File: src/rtl/dma_mover_pkg.sv
package dma_mover_pkg;

   localparam int HOST_W = 16;

   localparam logic [2:0] RA_CTRL   = 3'd0;
   localparam logic [2:0] RA_STAT   = 3'd1;
   localparam logic [2:0] RA_FCODE  = 3'd2;
   localparam logic [2:0] RA_COUNT  = 3'd3;
   localparam logic [2:0] RA_SRC_LO = 3'd4;
   localparam logic [2:0] RA_SRC_HI = 3'd5;
   localparam logic [2:0] RA_DST_LO = 3'd6;
   localparam logic [2:0] RA_DST_HI = 3'd7;

   typedef struct packed {
      logic       ack_wr_side;
      logic       irq_done_en;
      logic       irq_err_en;
      logic [1:0] pacing;
      logic       src_step;
      logic       dst_step;
      logic [1:0] src_sz;
      logic [1:0] dst_sz;
      logic [1:0] spare;
      logic       abort;
      logic       start;
   } ctrl_t;

   typedef enum logic [1:0] {ST_IDLE, ST_WAIT, ST_READ, ST_WRITE} seq_st_t;

   function automatic logic [1:0] size_bytes(input logic [1:0] code);
      return (code == 2'b01) ? 2'd1 : 2'd2;
   endfunction

endpackage

File: src/rtl/dma_mover_regs.sv
module dma_mover_regs
   import dma_mover_pkg::*;
#(
   parameter int ADDR_W = 24,
   parameter int CNT_W  = 16
) (
   input  logic              clk,
   input  logic              rst_n,
   input  logic              host_we,
   input  logic [2:0]        host_addr,
   input  logic [HOST_W-1:0] host_wdata,
   output logic [HOST_W-1:0] host_rdata,
   input  logic              ev_step,
   input  logic              ev_done,
   input  logic              ev_rerr,
   input  logic              ev_werr,
   output ctrl_t             ctrl,
   output logic [7:0]        fcode,
   output logic [CNT_W-1:0]  count,
   output logic [ADDR_W-1:0] src_ptr,
   output logic [ADDR_W-1:0] dst_ptr,
   output logic [2:0]        status,
   output logic              abort,
   output logic              last_op
);
   localparam int HI_W = ADDR_W - HOST_W;

   logic [1:0] s_inc, d_inc;
   logic       wr_ctrl;

   assign s_inc   = size_bytes(ctrl.src_sz);
   assign d_inc   = size_bytes(ctrl.dst_sz);
   assign wr_ctrl = host_we && (host_addr == RA_CTRL);
   assign abort   = wr_ctrl && host_wdata[1];
   assign last_op = (count <= CNT_W'(s_inc));

   always_ff @(posedge clk or negedge rst_n) begin
      if (!rst_n) begin
         ctrl    <= '0;
         fcode   <= '0;
         count   <= '0;
         src_ptr <= '0;
         dst_ptr <= '0;
         status  <= '0;
      end else begin
         if (wr_ctrl) begin
            ctrl       <= ctrl_t'(host_wdata[14:0]);
            ctrl.abort <= 1'b0;
            if (host_wdata[1]) ctrl.start <= 1'b0;
         end
         if (ev_done || ev_rerr || ev_werr) ctrl.start <= 1'b0;
         if (host_we) begin
            case (host_addr)
               RA_FCODE:  fcode                   <= host_wdata[7:0];
               RA_COUNT:  count                   <= host_wdata[CNT_W-1:0];
               RA_SRC_LO: src_ptr[HOST_W-1:0]     <= host_wdata;
               RA_SRC_HI: src_ptr[ADDR_W-1:HOST_W] <= host_wdata[HI_W-1:0];
               RA_DST_LO: dst_ptr[HOST_W-1:0]     <= host_wdata;
               RA_DST_HI: dst_ptr[ADDR_W-1:HOST_W] <= host_wdata[HI_W-1:0];
               default: ;
            endcase
         end
         if (ev_step) begin
            if (ctrl.src_step) src_ptr <= src_ptr + ADDR_W'(s_inc);
            if (ctrl.dst_step) dst_ptr <= dst_ptr + ADDR_W'(d_inc);
            count <= last_op ? '0 : count - CNT_W'(s_inc);
         end
         status <= (status & ~((host_we && host_addr == RA_STAT) ? host_wdata[2:0] : 3'b000))
                   | {ev_werr, ev_rerr, ev_done};
      end
   end

   always_comb begin
      case (host_addr)
         RA_CTRL:   host_rdata = {1'b0, ctrl};
         RA_STAT:   host_rdata = HOST_W'(status);
         RA_FCODE:  host_rdata = HOST_W'(fcode);
         RA_COUNT:  host_rdata = HOST_W'(count);
         RA_SRC_LO: host_rdata = src_ptr[HOST_W-1:0];
         RA_SRC_HI: host_rdata = HOST_W'(src_ptr[ADDR_W-1:HOST_W]);
         RA_DST_LO: host_rdata = dst_ptr[HOST_W-1:0];
         default:   host_rdata = HOST_W'(dst_ptr[ADDR_W-1:HOST_W]);
      endcase
   end
endmodule

File: src/rtl/dma_mover_seq.sv
module dma_mover_seq
   import dma_mover_pkg::*;
(
   input  logic              clk,
   input  logic              rst_n,
   input  logic              start,
   input  logic              ext_mode,
   input  logic              req_in,
   input  logic              abort,
   input  logic              count_zero,
   input  logic              last_op,
   input  logic              bus_rdy,
   input  logic              bus_err,
   input  logic [HOST_W-1:0] bus_rdata,
   output seq_st_t           state,
   output logic [HOST_W-1:0] hold,
   output logic              ev_step,
   output logic              ev_done,
   output logic              ev_rerr,
   output logic              ev_werr
);
   seq_st_t after_op;

   assign after_op = ext_mode ? ST_WAIT : ST_READ;
   assign ev_rerr  = (state == ST_READ)  && bus_err && !abort;
   assign ev_werr  = (state == ST_WRITE) && bus_err && !abort;
   assign ev_step  = (state == ST_WRITE) && bus_rdy && !bus_err && !abort;
   assign ev_done  = (ev_step && last_op) ||
                     ((state == ST_IDLE) && start && count_zero && !abort);

   always_ff @(posedge clk or negedge rst_n) begin
      if (!rst_n) begin
         state <= ST_IDLE;
         hold  <= '0;
      end else if (abort) begin
         state <= ST_IDLE;
      end else begin
         case (state)
            ST_IDLE:  if (start && !count_zero) state <= after_op;
            ST_WAIT:  if (req_in) state <= ST_READ;
            ST_READ: begin
               if (bus_err) state <= ST_IDLE;
               else if (bus_rdy) begin
                  hold  <= bus_rdata;
                  state <= ST_WRITE;
               end
            end
            default: begin
               if (bus_err) state <= ST_IDLE;
               else if (bus_rdy) state <= last_op ? ST_IDLE : after_op;
            end
         endcase
      end
   end
endmodule

File: src/rtl/dma_mover.sv
module dma_mover
   import dma_mover_pkg::*;
#(
   parameter int ADDR_W   = 24,
   parameter int CNT_W    = 16,
   parameter bit REQ_SYNC = 1'b1
) (
   input  logic              clk,
   input  logic              rst_n,
   input  logic              host_we,
   input  logic [2:0]        host_addr,
   input  logic [15:0]       host_wdata,
   output logic [15:0]       host_rdata,
   output logic              bus_req,
   output logic              bus_we,
   output logic              bus_byte,
   output logic [2:0]        bus_fc,
   output logic [ADDR_W-1:0] bus_addr,
   output logic [15:0]       bus_wdata,
   input  logic [15:0]       bus_rdata,
   input  logic              bus_rdy,
   input  logic              bus_err,
   input  logic              ext_req,
   output logic              ext_ack,
   output logic              ext_last,
   input  logic              irq_mask,
   output logic              irq
);
   if (ADDR_W <= HOST_W || ADDR_W > 2 * HOST_W) begin : g_bad_addr_w
      $error("dma_mover: ADDR_W must lie in 17..32");
   end
   if (CNT_W < 2 || CNT_W > HOST_W) begin : g_bad_cnt_w
      $error("dma_mover: CNT_W must lie in 2..16");
   end

   ctrl_t             ctrl;
   logic [7:0]        fcode;
   logic [CNT_W-1:0]  count;
   logic [ADDR_W-1:0] src_ptr, dst_ptr;
   logic [2:0]        status;
   logic              abort, last_op, req_in;
   logic              ev_step, ev_done, ev_rerr, ev_werr;
   seq_st_t           state;
   logic [15:0]       hold;

   if (REQ_SYNC) begin : g_req_sync
      logic [1:0] req_ff;
      always_ff @(posedge clk or negedge rst_n) begin
         if (!rst_n) req_ff <= '0;
         else        req_ff <= {req_ff[0], ext_req};
      end
      assign req_in = req_ff[1];
   end else begin : g_req_direct
      assign req_in = ext_req;
   end

   dma_mover_regs #(.ADDR_W(ADDR_W), .CNT_W(CNT_W)) u_regs (
      .clk(clk), .rst_n(rst_n), .host_we(host_we), .host_addr(host_addr),
      .host_wdata(host_wdata), .host_rdata(host_rdata),
      .ev_step(ev_step), .ev_done(ev_done), .ev_rerr(ev_rerr), .ev_werr(ev_werr),
      .ctrl(ctrl), .fcode(fcode), .count(count), .src_ptr(src_ptr),
      .dst_ptr(dst_ptr), .status(status), .abort(abort), .last_op(last_op)
   );

   dma_mover_seq u_seq (
      .clk(clk), .rst_n(rst_n), .start(ctrl.start), .ext_mode(ctrl.pacing[1]),
      .req_in(req_in), .abort(abort), .count_zero(count == '0), .last_op(last_op),
      .bus_rdy(bus_rdy), .bus_err(bus_err), .bus_rdata(bus_rdata),
      .state(state), .hold(hold), .ev_step(ev_step), .ev_done(ev_done),
      .ev_rerr(ev_rerr), .ev_werr(ev_werr)
   );

   assign bus_req   = (state == ST_READ) || (state == ST_WRITE);
   assign bus_we    = (state == ST_WRITE);
   assign bus_byte  = bus_we ? (ctrl.dst_sz == 2'b01) : (ctrl.src_sz == 2'b01);
   assign bus_fc    = bus_we ? fcode[6:4] : fcode[2:0];
   assign bus_addr  = bus_we ? dst_ptr : src_ptr;
   assign bus_wdata = hold;
   assign ext_ack   = ctrl.pacing[1] && bus_req && (bus_we == ctrl.ack_wr_side);
   assign ext_last  = ext_ack && last_op;
   assign irq       = irq_mask && ((status[0] && ctrl.irq_done_en) ||
                                   ((status[1] || status[2]) && ctrl.irq_err_en));
endmodule

File: config.mk
export PLATFORM = sky130hd
export DESIGN_NAME = dma_mover
export DESIGN_NICKNAME = d
export VERILOG_FILES = /design/src/rtl/dma_mover_pkg.sv /design/src/rtl/dma_mover_regs.sv /design/src/rtl/dma_mover_seq.sv /design/src/rtl/dma_mover.sv
export SDC_FILE = /design/constraint.sdc
export NUM_CORES = 1
export LEC_CHECK = 0
export BUFFER_PORTS_ARGS = -buffer_cell sky130_fd_sc_hd__buf_2
export CORE_MARGIN = 4
export CORE_UTILIZATION = 40
export CTS_BUF_LIST = sky130_fd_sc_hd__clkbuf_8
export DETAILED_ROUTE_END_ITERATION = 8
export SLEW_MARGIN = 20
export SYNTH_ARGS = -nofsm -noshare
export SYNTH_HDL_FRONTEND = slang
export SYNTH_SLANG_ARGS = --single-unit
File: constraint.sdc
create_clock -name clk -period 2.9 [get_ports clk]
set_input_delay 0.29 -clock clk [delete_from_list [all_inputs] [get_ports clk]]
set_output_delay 0.29 -clock clk [all_outputs]
set_load 0.02 [all_outputs]
==> summary.txt, run 1 <==
Detailed routing
  • DR pass1 iterations: 6
  • Via count: 7,004
  • WL/cell: 21.6 um
  • Drt total wl: 24,800 um
  • Remaining DRCs: 0
  • ANT nets after route: 0
  • Drt initial violations: 829
  • DR vias/cell: 6.09

Pwr
  • Tot Pwr: 7.11 mW
  • Pwr/cell area: 870 nW/um^2
  • Max VDD drop: 454 uV
  • Leakage: 3.48 nW

Final layout
  • Commonest non-fill, non-tap cells in the layout: nand2_1, dfrtp_1, buf_2, nor2_1, a21oi_1
  • Fin area: 8170 um^2
  • # diodes: 0
  • Commonest non-fill, non-tap cell in the layout: nand2_1
  • Area grow syn2layout: 15.2%
  • Final net count: 968
  • Layout cells sized above 1: 24.4%

Timing
  • Rel. slew slack: 31.7%
  • Fin crit period: 2.74 ns
  • F_max: 0.365 GHz
  • Final slew viol count: 0
  • Final setup fails: 0
  • Worst Max-Slew Pin Slew: 1.02 ns
  • Worst Slack Setup Final: 0.157 ns
  • Final Hold Fails: 0
  • Final setup TNS: 0 ns
  • Skew final: 0.0104 ns
  • Tcrit/Tclk final: 94.6%
  • RSZ-0062 raised after global routing: no

Clocking
  • CTS Buffer Depth: 2
  • Num CTS Buffers: 9
  • CTS Root Cell: clkbuf_8
  • Clk slew on worst S/H paths: 0.12 ns
  • CTS tree: yes
  • CTS Sinks: 109
  • H-tree depth: 3
  • Clk_lat worst skew: 0.39 ns
  • Setup bufs post-CTS: 0

Logic synthesis
  • Syn_area_per_cell: 8.63 um^2
  • Mapped cell area: 7090 um^2
  • Synth unique cells: 76
  • Synth warn: 0
  • Syn nets: 870
  • Flops & latches, synth: 109
  • Synthesized instance count: 822
  • Synth Flop Type: dfrtp_1
  • EDFF count, synth: 0
  • Seq/Total Area, Yosys: 38.5%
  • Synth async-reset ratio: 100%

Setup path
  • Arrival @ worst endpoint: 2.45 ns
  • Crit-path max cell delay: 0.67 ns
  • Worst path cell trace: or4_1 -> nor4_4 -> o21a_4 -> and2_1 -> buf_2
  • CP max FO: 9
  • Slowest-stage cell, CP: or4_1
  • Nature of the critical path endpoint: output pin
  • Startpoint Class: flop
  • CP Buf/Inv Count: 1
  • WS Path Type: reg -> out
  • Critical Path RT: 2.61 ns
  • Family with the most delay on the worst path: simple AND/OR/NAND/NOR gates

GRT
  • Vias in the first global route: 6,729
  • First-pass GRT wire length: 39,200 um
  • Grt ovf: 0
  • Largest net degree at the start of global routing: 49
  • All-layer global routing usage: 25.2%
  • Antenna violations before repair: 0

Flow run
  • Max_cap viols: 0

Placed design
  • Dpl hpwl: 18,700 um
  • Post-place setup slack: 0.238 ns
  • Routability cong.: 0.948
  • I/O Buffers: 106
  • Area post-placement: 7940 um^2

Die
  • Die Height: 141 um
  • Initial core utilization: 40.9%
  • DIE WIDTH: 141 um
  • Num rows: 48
  • Core ar.: 17,400 um^2
  • Die ar.: 19,900 um^2
  • I/O Pins: 107

Run status
  • Status: finished clean

Worst hold path
  • Worst hold path type: in -> reg
report_power, final:
part | switching, mW | internal [mW]
Sequential | 0.766 | 2.06
Clock | 0.625 | 0.346
Combinational | 1.96 | 1.35
Total | 3.35 | 3.76
Yosys cell counts (6+ instances only):
cell type | n | area, um^2
and3_1 | 14 | 87.6
clkbuf_1 | 28 | 105
a311oi_1 | 10 | 87.6
a21oi_1 | 56 | 280
nor2_1 | 85 | 319
buf_2 | 17 | 85.1
a211oi_1 | 27 | 203
o32ai_1 | 6 | 52.6
inv_1 | 15 | 56.3
mux2_2 | 47 | 529
nand2b_1 | 12 | 75.1
o21ai_0 | 51 | 255
nor3_1 | 28 | 140
nor4_1 | 7 | 43.8
nand2_1 | 123 | 462
o22ai_1 | 12 | 75.1
nand3_1 | 22 | 110
and4_1 | 7 | 61.3
o31ai_1 | 6 | 45.0
or3_1 | 8 | 50.1
mux2i_1 | 18 | 180
dfrtp_1 | 109 | 2730
area by class of cell:
cell class / count / area, um^2
multi-input combinational: 642 / 4090
timing repair buffer: 141 / 813
inverter: 17 / 63.8
clock buffer: 9 / 124
sequential: 109 / 2730
fill: 1689 / 9190
clock inverter: 7 / 71.3
tap: 225 / 282
metal layers:
metal  global-route usage (%)  part of all wire, %  up-vias
li1                         -                    -     3220
met1                     36.3                   44     3372
met2                     38.9                   46      352
met3                     3.43                  7.6       60
met4                     8.72                  3.0        0
met5                        0                    0        -
flip-flops by register name, summed over array words and instances (netlist names):
name	count
u_regs.count	16
u_regs.fcode	8
u_regs.src_ptr	24
u_regs.dst_ptr	24
u_seq.state	2
u_regs.ctrl	14
u_regs.status	3
u_seq.hold	16
g_req_sync.req_ff	2
stage by stage:
step	cells	hold WS, ns	util (%)
after CTS	1150	0.0856	47.0
final	1150	0.0972	47.1
after global placement	1132	0.334	45.8
after detailed placement	1132	0.342	45.8
after floorplan	822	-0.00559	-
after global routing	1150	0.0914	47.1
what timing repair did:
| action | in CTS | in global routing |
|---|---|---|
| hold buffers | 2 | 0 |
| hold endpoints to repair | 47 | 0 |
| gates resized for setup | 0 | 2 |
| endpoints found under the setup margin | 0 | 2 |
worst paths after layout:
check	to	slack, ns	from	cells after the start
max in group asynchronous	u_seq.hold[6]	1.68	rst_n	3
max reg2reg	u_regs.src_ptr[18]	0.31	u_regs.ctrl[6]	7
min	u_seq.hold[2]	0.1	bus_rdata[2]	2
max	ext_last	0.16	u_regs.count[14]	5
min in group asynchronous	u_regs.dst_ptr[19]	0.46	rst_n	2
min reg2reg	g_req_sync.req_ff[1]	0.36	g_req_sync.req_ff[0]	0
cells by family after synthesis:
group	after synthesis	synth area share, %
DFF	109	38.5
adders and majority gates	6	1.27
buffers and inverters	71	4.23
xor gates and xnor gates	6	0.741
and+or+nand+nor	338	22.8
muxes	73	12.1
AOI/OAI and AO/OA	219	20.4
Power figures use the tool's default switching activity.
==> inputs of run 2 (changes only) <==
--- a/config.mk
+++ b/config.mk
@@ -10,6 +10,7 @@
 export CORE_UTILIZATION = 40
 export CTS_BUF_LIST = sky130_fd_sc_hd__clkbuf_8
 export DETAILED_ROUTE_END_ITERATION = 8
+export PLACE_DENSITY = 0.65
 export SLEW_MARGIN = 20
 export SYNTH_ARGS = -nofsm -noshare
 export SYNTH_HDL_FRONTEND = slang
==> run 2 against run 1 <==
Against the previous run: global-route usage is 0.097 points higher; setup slack got worse by 0.019 ns; largest power group unchanged; highest routed layer unchanged; critical endpoint unchanged; worst hold slack got worse by 0.014 ns.
==> summary.txt, run 2 (synthesized netlist as in run 1, its figures left out) <==
Run status
  • Status: finished clean

Final layout
  • # diodes: 0 (unchanged)
  • Commonest non-fill, non-tap cell in the layout: nand2_1
  • Commonest non-fill, non-tap cells in the layout: nand2_1, dfrtp_1, buf_2, nor2_1, a21oi_1
  • Largest regs: u_regs.dst_ptr: 24 flops, u_regs.src_ptr: 24 flops
  • Area grow syn2layout: 15.5%
  • Layout cells sized above 1: 24.6% (+0.19 points)
  • Final net count: 969 (+0.10%)

Detailed routing
  • WL/cell: 22.0 um (+2.1%)
  • DR vias/cell: 6.21 (+2.0%)
  • Drt initial violations: 970 (+17%)
  • Via count: 7,152 (+2.1%)
  • Remaining DRCs: 0 (unchanged)
  • ANT nets after route: 0 (unchanged)
  • DR pass1 iterations: 6 (unchanged)
  • Drt total wl: 25,300 um (+2.1%)

Placed design
  • I/O Buffers: 106 (unchanged)
  • Routability cong.: 0.948 (about the same)
  • Dpl hpwl: 18,700 um (-0.29%)

Clocking
  • CTS tree: yes
  • CTS Sinks: 109 (unchanged)
  • H-tree depth: 3 (unchanged)
  • CTS Buffer Depth: 2 (unchanged)
  • Clk_lat worst skew: 0.41 ns (+0.02 ns)
  • Clk slew on worst S/H paths: 0.13 ns (about the same)
  • CTS Root Cell: clkbuf_8
  • Num CTS Buffers: 9 (unchanged)

Die
  • Die Height: 141 um (unchanged)
  • Core ar.: 17,400 um^2 (unchanged)
  • DIE WIDTH: 141 um (unchanged)
  • I/O Pins: 107 (unchanged)
  • Num rows: 48 (unchanged)
  • Die ar.: 19,900 um^2 (unchanged)
  • Initial core utilization: 40.9% (unchanged)

Setup path
  • Reg2reg setup slack: 0.25 ns (-0.06 ns)
  • Family with the most delay on the worst path: simple AND/OR/NAND/NOR gates
  • Worst path cell trace: or4_1 -> nor4_4 -> o21a_4 -> and2_1 -> buf_2
  • Crit-path max cell delay: 0.63 ns (-0.04 ns)
  • CP Depth: 5 (unchanged)
  • Worst R2R Path Depth: 8 (+1)
  • CP Buf/Inv Count: 1 (unchanged)
  • CP max FO: 9 (unchanged)
  • Startpoint Class: flop
  • WS Path Type: reg -> out
  • Nature of the critical path endpoint: output pin
  • Arrival @ worst endpoint: 2.47 ns (+0.02 ns)
  • Slowest-stage cell, CP: or4_1
  • Critical Path RT: 2.61 ns (about the same)

Pwr
  • Max VDD drop: 477 uV (+4.9%)
  • Tot Pwr: 7.18 mW (+0.96%)
  • Pwr/cell area: 876 nW/um^2 (+0.68%)
  • Leakage: 3.49 nW (+0.19%)

Timing
  • Rel. slew slack: 33.3% (+1.6 points)
  • Skew final: 0.0243 ns (+0.0140 ns)
  • Final setup fails: 0 (unchanged)
  • Final slew viol count: 0 (unchanged)
  • Tcrit/Tclk final: 95.2% (+0.64 points)
  • Final setup TNS: 0 ns (unchanged)
  • Worst Max-Slew Pin Slew: 1.00 ns (-0.0195 ns)
  • Fin crit period: 2.76 ns (+0.0186 ns)
  • F_max: 0.362 GHz (-0.67%)
  • Final Hold Fails: 0 (unchanged)
  • RSZ-0062 raised after global routing: no

Flow run
  • Max_cap viols: 0 (unchanged)

GRT
  • First-pass GRT wire length: 39,100 um (-0.25%)
  • Largest net degree at the start of global routing: 57 (+16%)
  • Antenna violations before repair: 0 (unchanged)
  • Grt ovf: 0 (unchanged)
  • Vias in the first global route: 6,778 (+0.73%)
  • All-layer global routing usage: 25.2% (+0.097 points)

Worst hold path
  • Worst hold path type: in -> reg
  • Worst Hold Depth: 2 (unchanged)
==> run 2: power breakdown <==
group          total [mW]  internal [mW]  leakage [nW]  switching [mW]
Clock                1.00          0.352         0.106           0.650
Combinational        3.32           1.35          2.11            1.97
Sequential           2.85           2.06          1.28           0.794
Total                7.18           3.77          3.49            3.41
==> run 2: routing by layer <==
layer / global-route usage (%) / share of wire [%] / up-vias
met5: 0 / 0 / -
li1: - / - / 3229
met3: 4.04 / 8.4 / 73
met4: 12.1 / 4.5 / 0
met1: 35.4 / 42 / 3485
met2: 38.1 / 45 / 365
==> run 2: metrics by stage <==
step / worst slack [ns] / cell area [um^2] / utilization [%] / hold WS, ns / std cells
3_5_place_dp: 0.229 / 7950 / 45.8 / 0.206 / 1133
5_1_grt: 0.0548 / 8190 / 47.2 / 0.0842 / 1151
3_3_place_gp: 0.369 / 7950 / 45.8 / 0.203 / 1133
2_1_floorplan: 0.453 / 7090 / - / -0.00559 / 822
4_1_cts: 0.0489 / 8180 / 47.1 / 0.0744 / 1151
6_report: 0.139 / 8190 / 47.2 / 0.0831 / 1151
==> run 2: layout make-up <==
class,instances,area (um^2)
repair buffers,142,821
well taps,225,282
fillers,1702,9170
clock inverters,7,83.8
multi-input cells,642,4090
inverters,17,63.8
flip-flops and latches,109,2730
clock buffers,9,124
==> run 2: what timing repair did <==
item / CTS / global route
hold buffers: 2 / 0
gates resized for setup: 0 / 3
setup endpoints to repair: 0 / 2
buffers inserted: 0 / 0
endpoints found under the hold margin: 21 / 0
==> run 2: final timing paths <==
path / from / to
min in group asynchronous: rst_n / u_regs.dst_ptr[21]
max in group asynchronous: rst_n / u_regs.ctrl[11]
hold reg to reg: g_req_sync.req_ff[0] / g_req_sync.req_ff[1]
setup / recovery: u_regs.count[13] / ext_last
hold / removal: bus_rdata[2] / u_seq.hold[2]
setup reg to reg: u_regs.ctrl[6] / u_regs.count[14]
==> inputs of run 3 (changes only) <==
--- a/config.mk
+++ b/config.mk
@@ -5,7 +5,7 @@
 export SDC_FILE = /design/constraint.sdc
 export NUM_CORES = 1
 export LEC_CHECK = 0
-export BUFFER_PORTS_ARGS = -buffer_cell sky130_fd_sc_hd__buf_2
+export BUFFER_PORTS_ARGS = -buffer_cell sky130_fd_sc_hd__buf_4
 export CORE_MARGIN = 4
 export CORE_UTILIZATION = 40
 export CTS_BUF_LIST = sky130_fd_sc_hd__clkbuf_8
==> run 3 against run 2 <==
Against the previous run: worst hold slack worse by 0.011 ns; global-route usage up 0.13 points; highest routed layer unchanged; non-clock buffer count up 1; clock power about the same; count of clock-buffer cells in the layout unchanged; power up 3.8%; critical path depth up 1; critical path type unchanged; largest cell class unchanged.
==> summary.txt, run 3 (synthesized netlist as in run 1, its figures left out) <==
Setup path
  • Arrival @ worst endpoint: 2.49 ns (+0.02 ns)
  • CP max FO: 8 (-1)
  • WS Path Type: reg -> out
  • Nature of the critical path endpoint: output pin
  • Critical Path RT: 2.61 ns (about the same)
  • Startpoint Class: flop

Pwr
  • Sw power: 3.46 mW (+1.3%)
  • Gate power share: 47.7% (+1.4 points)
  • P_int: 4.00 mW (+6.2%)
  • Flop pwr share: 38.6% (-1.2 points)
  • Sw frac: 46.4% (-1.2 points)
  • Max VDD drop: 580 uV (+22%)
  • Leakage: 3.58 nW (+2.6%)
  • Pwr/cell area: 881 nW/um^2 (+0.56%)
  • Clock power frac: 13.7% (-0.3 points)

GRT
  • Most Crowded Layer GR: met2
  • Grt ovf: 0 (unchanged)
  • First-pass GRT wire length: 39,400 um (+0.95%)
  • Met3 usage: 5.83% (+1.8 points)
  • Grt met1 use: 35.0% (-0.45 points)
  • Vias in the first global route: 6,860 (+1.2%)
  • Largest net degree at the start of global routing: 50 (-12%)
  • All-layer global routing usage: 25.4% (+0.13 points)
  • Antenna violations before repair: 0 (unchanged)
  • Met2 Use GR: 39.0% (+0.93 points)

Die
  • Die Height: 141 um (unchanged)
  • Die ar.: 19,900 um^2 (unchanged)
  • Num rows: 48 (unchanged)
  • DIE WIDTH: 141 um (unchanged)
  • Initial core utilization: 40.9% (unchanged)
  • I/O Pins: 107 (unchanged)
  • Core ar.: 17,400 um^2 (unchanged)

Flow run
  • Max_cap viols: 0 (unchanged)

Clocking
  • CTS Buffer Depth: 2 (unchanged)
  • H-tree depth: 3 (unchanged)
  • Clk_lat worst skew: 0.42 ns (about the same)
  • CTS Sinks: 109 (unchanged)
  • Num CTS Buffers: 9 (unchanged)
  • Clk slew on worst S/H paths: 0.13 ns (about the same)
  • CTS tree: yes
  • CTS Root Cell: clkbuf_8
  • Setup bufs post-CTS: 0 (unchanged)

Final layout
  • Largest regs: u_regs.dst_ptr: 24 flops, u_regs.src_ptr: 24 flops
  • Area grow syn2layout: 19.3%
  • Commonest non-fill, non-tap cells in the layout: buf_4, nand2_1, dfrtp_1, nor2_1, a21oi_1
  • Final net count: 970 (+0.10%)
  • Non-Filler Instances: 1,152 (+0.087%)
  • Fill cells: 1,662 (-2.4%)
  • Commonest non-fill, non-tap cell in the layout: buf_4
  • Layout cells sized above 1: 24.6% (-0.027 points)
  • # diodes: 0 (unchanged)

Detailed routing
  • DR vias/cell: 6.18 (-0.62%)
  • Remaining DRCs: 0 (unchanged)
  • Via count: 7,114 (-0.53%)
  • Drt total wl: 25,200 um (-0.53%)
  • WL/cell: 21.9 um (-0.62%)
  • ANT nets after route: 0 (unchanged)
  • DR pass1 iterations: 5 (-1)
  • Drt initial violations: 835 (-14%)

Timing
  • Fin crit period: 2.78 ns (+0.0216 ns)
  • Final setup fails: 0 (unchanged)
  • Worst Max-Slew Pin Slew: 0.955 ns (-0.0460 ns)
  • Skew final: 0.0198 ns (-0.00450 ns)
  • Final setup TNS: 0 ns (unchanged)
  • Rel. slew slack: 36.1% (+2.8 points)
  • Final slew viol count: 0 (unchanged)
  • RSZ-0062 raised after global routing: no
  • Tcrit/Tclk final: 96.0% (+0.75 points)
  • Final Hold Fails: 0 (unchanged)
  • F_max: 0.359 GHz (-0.78%)

Placed design
  • Placed cell count: 1,134 (+0.088%)
  • I/O Buffers: 106 (unchanged)
  • Dpl hpwl: 18,800 um (+0.71%)
  • Routability cong.: 0.964 (+1.7%)

Run status
  • Status: finished clean

Worst hold path
  • Worst hold path type: in -> reg
==> run 3: area by class of cell <==
type	count	area (um^2)	area share, %
Timing Repair Buffer	143	1090	12.9
Multi-Input combinational cell	642	4080	48.2
Sequential cell	109	2730	32.2
Clock inverter	7	91.3	1.08
Clock buffer	9	124	1.46
Inverter	17	63.8	0.754
Tap cell	225	282	3.33
==> run 3: power by group through the flow <==
stage | logic, mW | registers, mW | clock network, mW
4_1_cts | 3.54 | 2.83 | 1.05
5_1_grt | 3.84 | 2.95 | 1.11
6_report | 3.56 | 2.87 | 1.02
2_1_floorplan | 2.24 | 2.64 | 0
3_3_place_gp | 3.50 | 2.86 | 0
3_5_place_dp | 3.52 | 2.85 | 0
==> run 3: repair_timing <==
| action | 4_1_cts | 5_1_grt |
|---|---|---|
| hold endpoints to repair | 47 | 0 |
| hold buffers | 2 | 0 |
| resized for setup | 0 | 1 |
| endpoints found under the setup margin | 0 | 1 |
==> run 3: path summary, 6_finish.rpt <==
check / startpoint / to / cells after the start / slack (ns)
worst min-delay path: bus_rdata[3] / u_seq.hold[3] / 2 / 0.07
worst min register to register: g_req_sync.req_ff[0] / g_req_sync.req_ff[1] / 0 / 0.38
min in group asynchronous: rst_n / u_regs.src_ptr[19] / 2 / 0.44
worst max register to register: u_regs.ctrl[6] / u_regs.src_ptr[16] / 8 / 0.30
max in group asynchronous: rst_n / u_regs.src_ptr[14] / 3 / 1.79
worst max-delay path: u_regs.count[9] / ext_last / 6 / 0.12
==> run 3: through the flow <==
step | utilization, % | hold slack (ns) | setup slack (ns) | cell area, um^2 | power, mW
floorplan | - | -0.00559 | 0.453 | 7090 | 4.88
global placement | 47.4 | 0.342 | 0.355 | 8220 | 6.36
detailed placement | 47.4 | 0.347 | 0.329 | 8220 | 6.37
CTS | 48.7 | 0.0572 | 0.0741 | 8450 | 7.41
global route | 48.7 | 0.0527 | 0.0174 | 8460 | 7.90
finish | 48.7 | 0.0720 | 0.117 | 8460 | 7.45
==> run 3: layer usage <==
layer | up-vias | share of wire (%)
li1 | 3215 | -
met1 | 3419 | 41
met2 | 421 | 46
met3 | 59 | 9.9
met4 | 0 | 3.5
met5 | - | 0
==> run 3: worst max-delay path, stage by stage (launching register included) <==
cell and delay (ns):
dfrtp_1 0.47, or4_4 0.59, nor4_4 0.37, o21a_2 0.22
buf_4 0.17, and2_1 0.14, buf_4 0.14
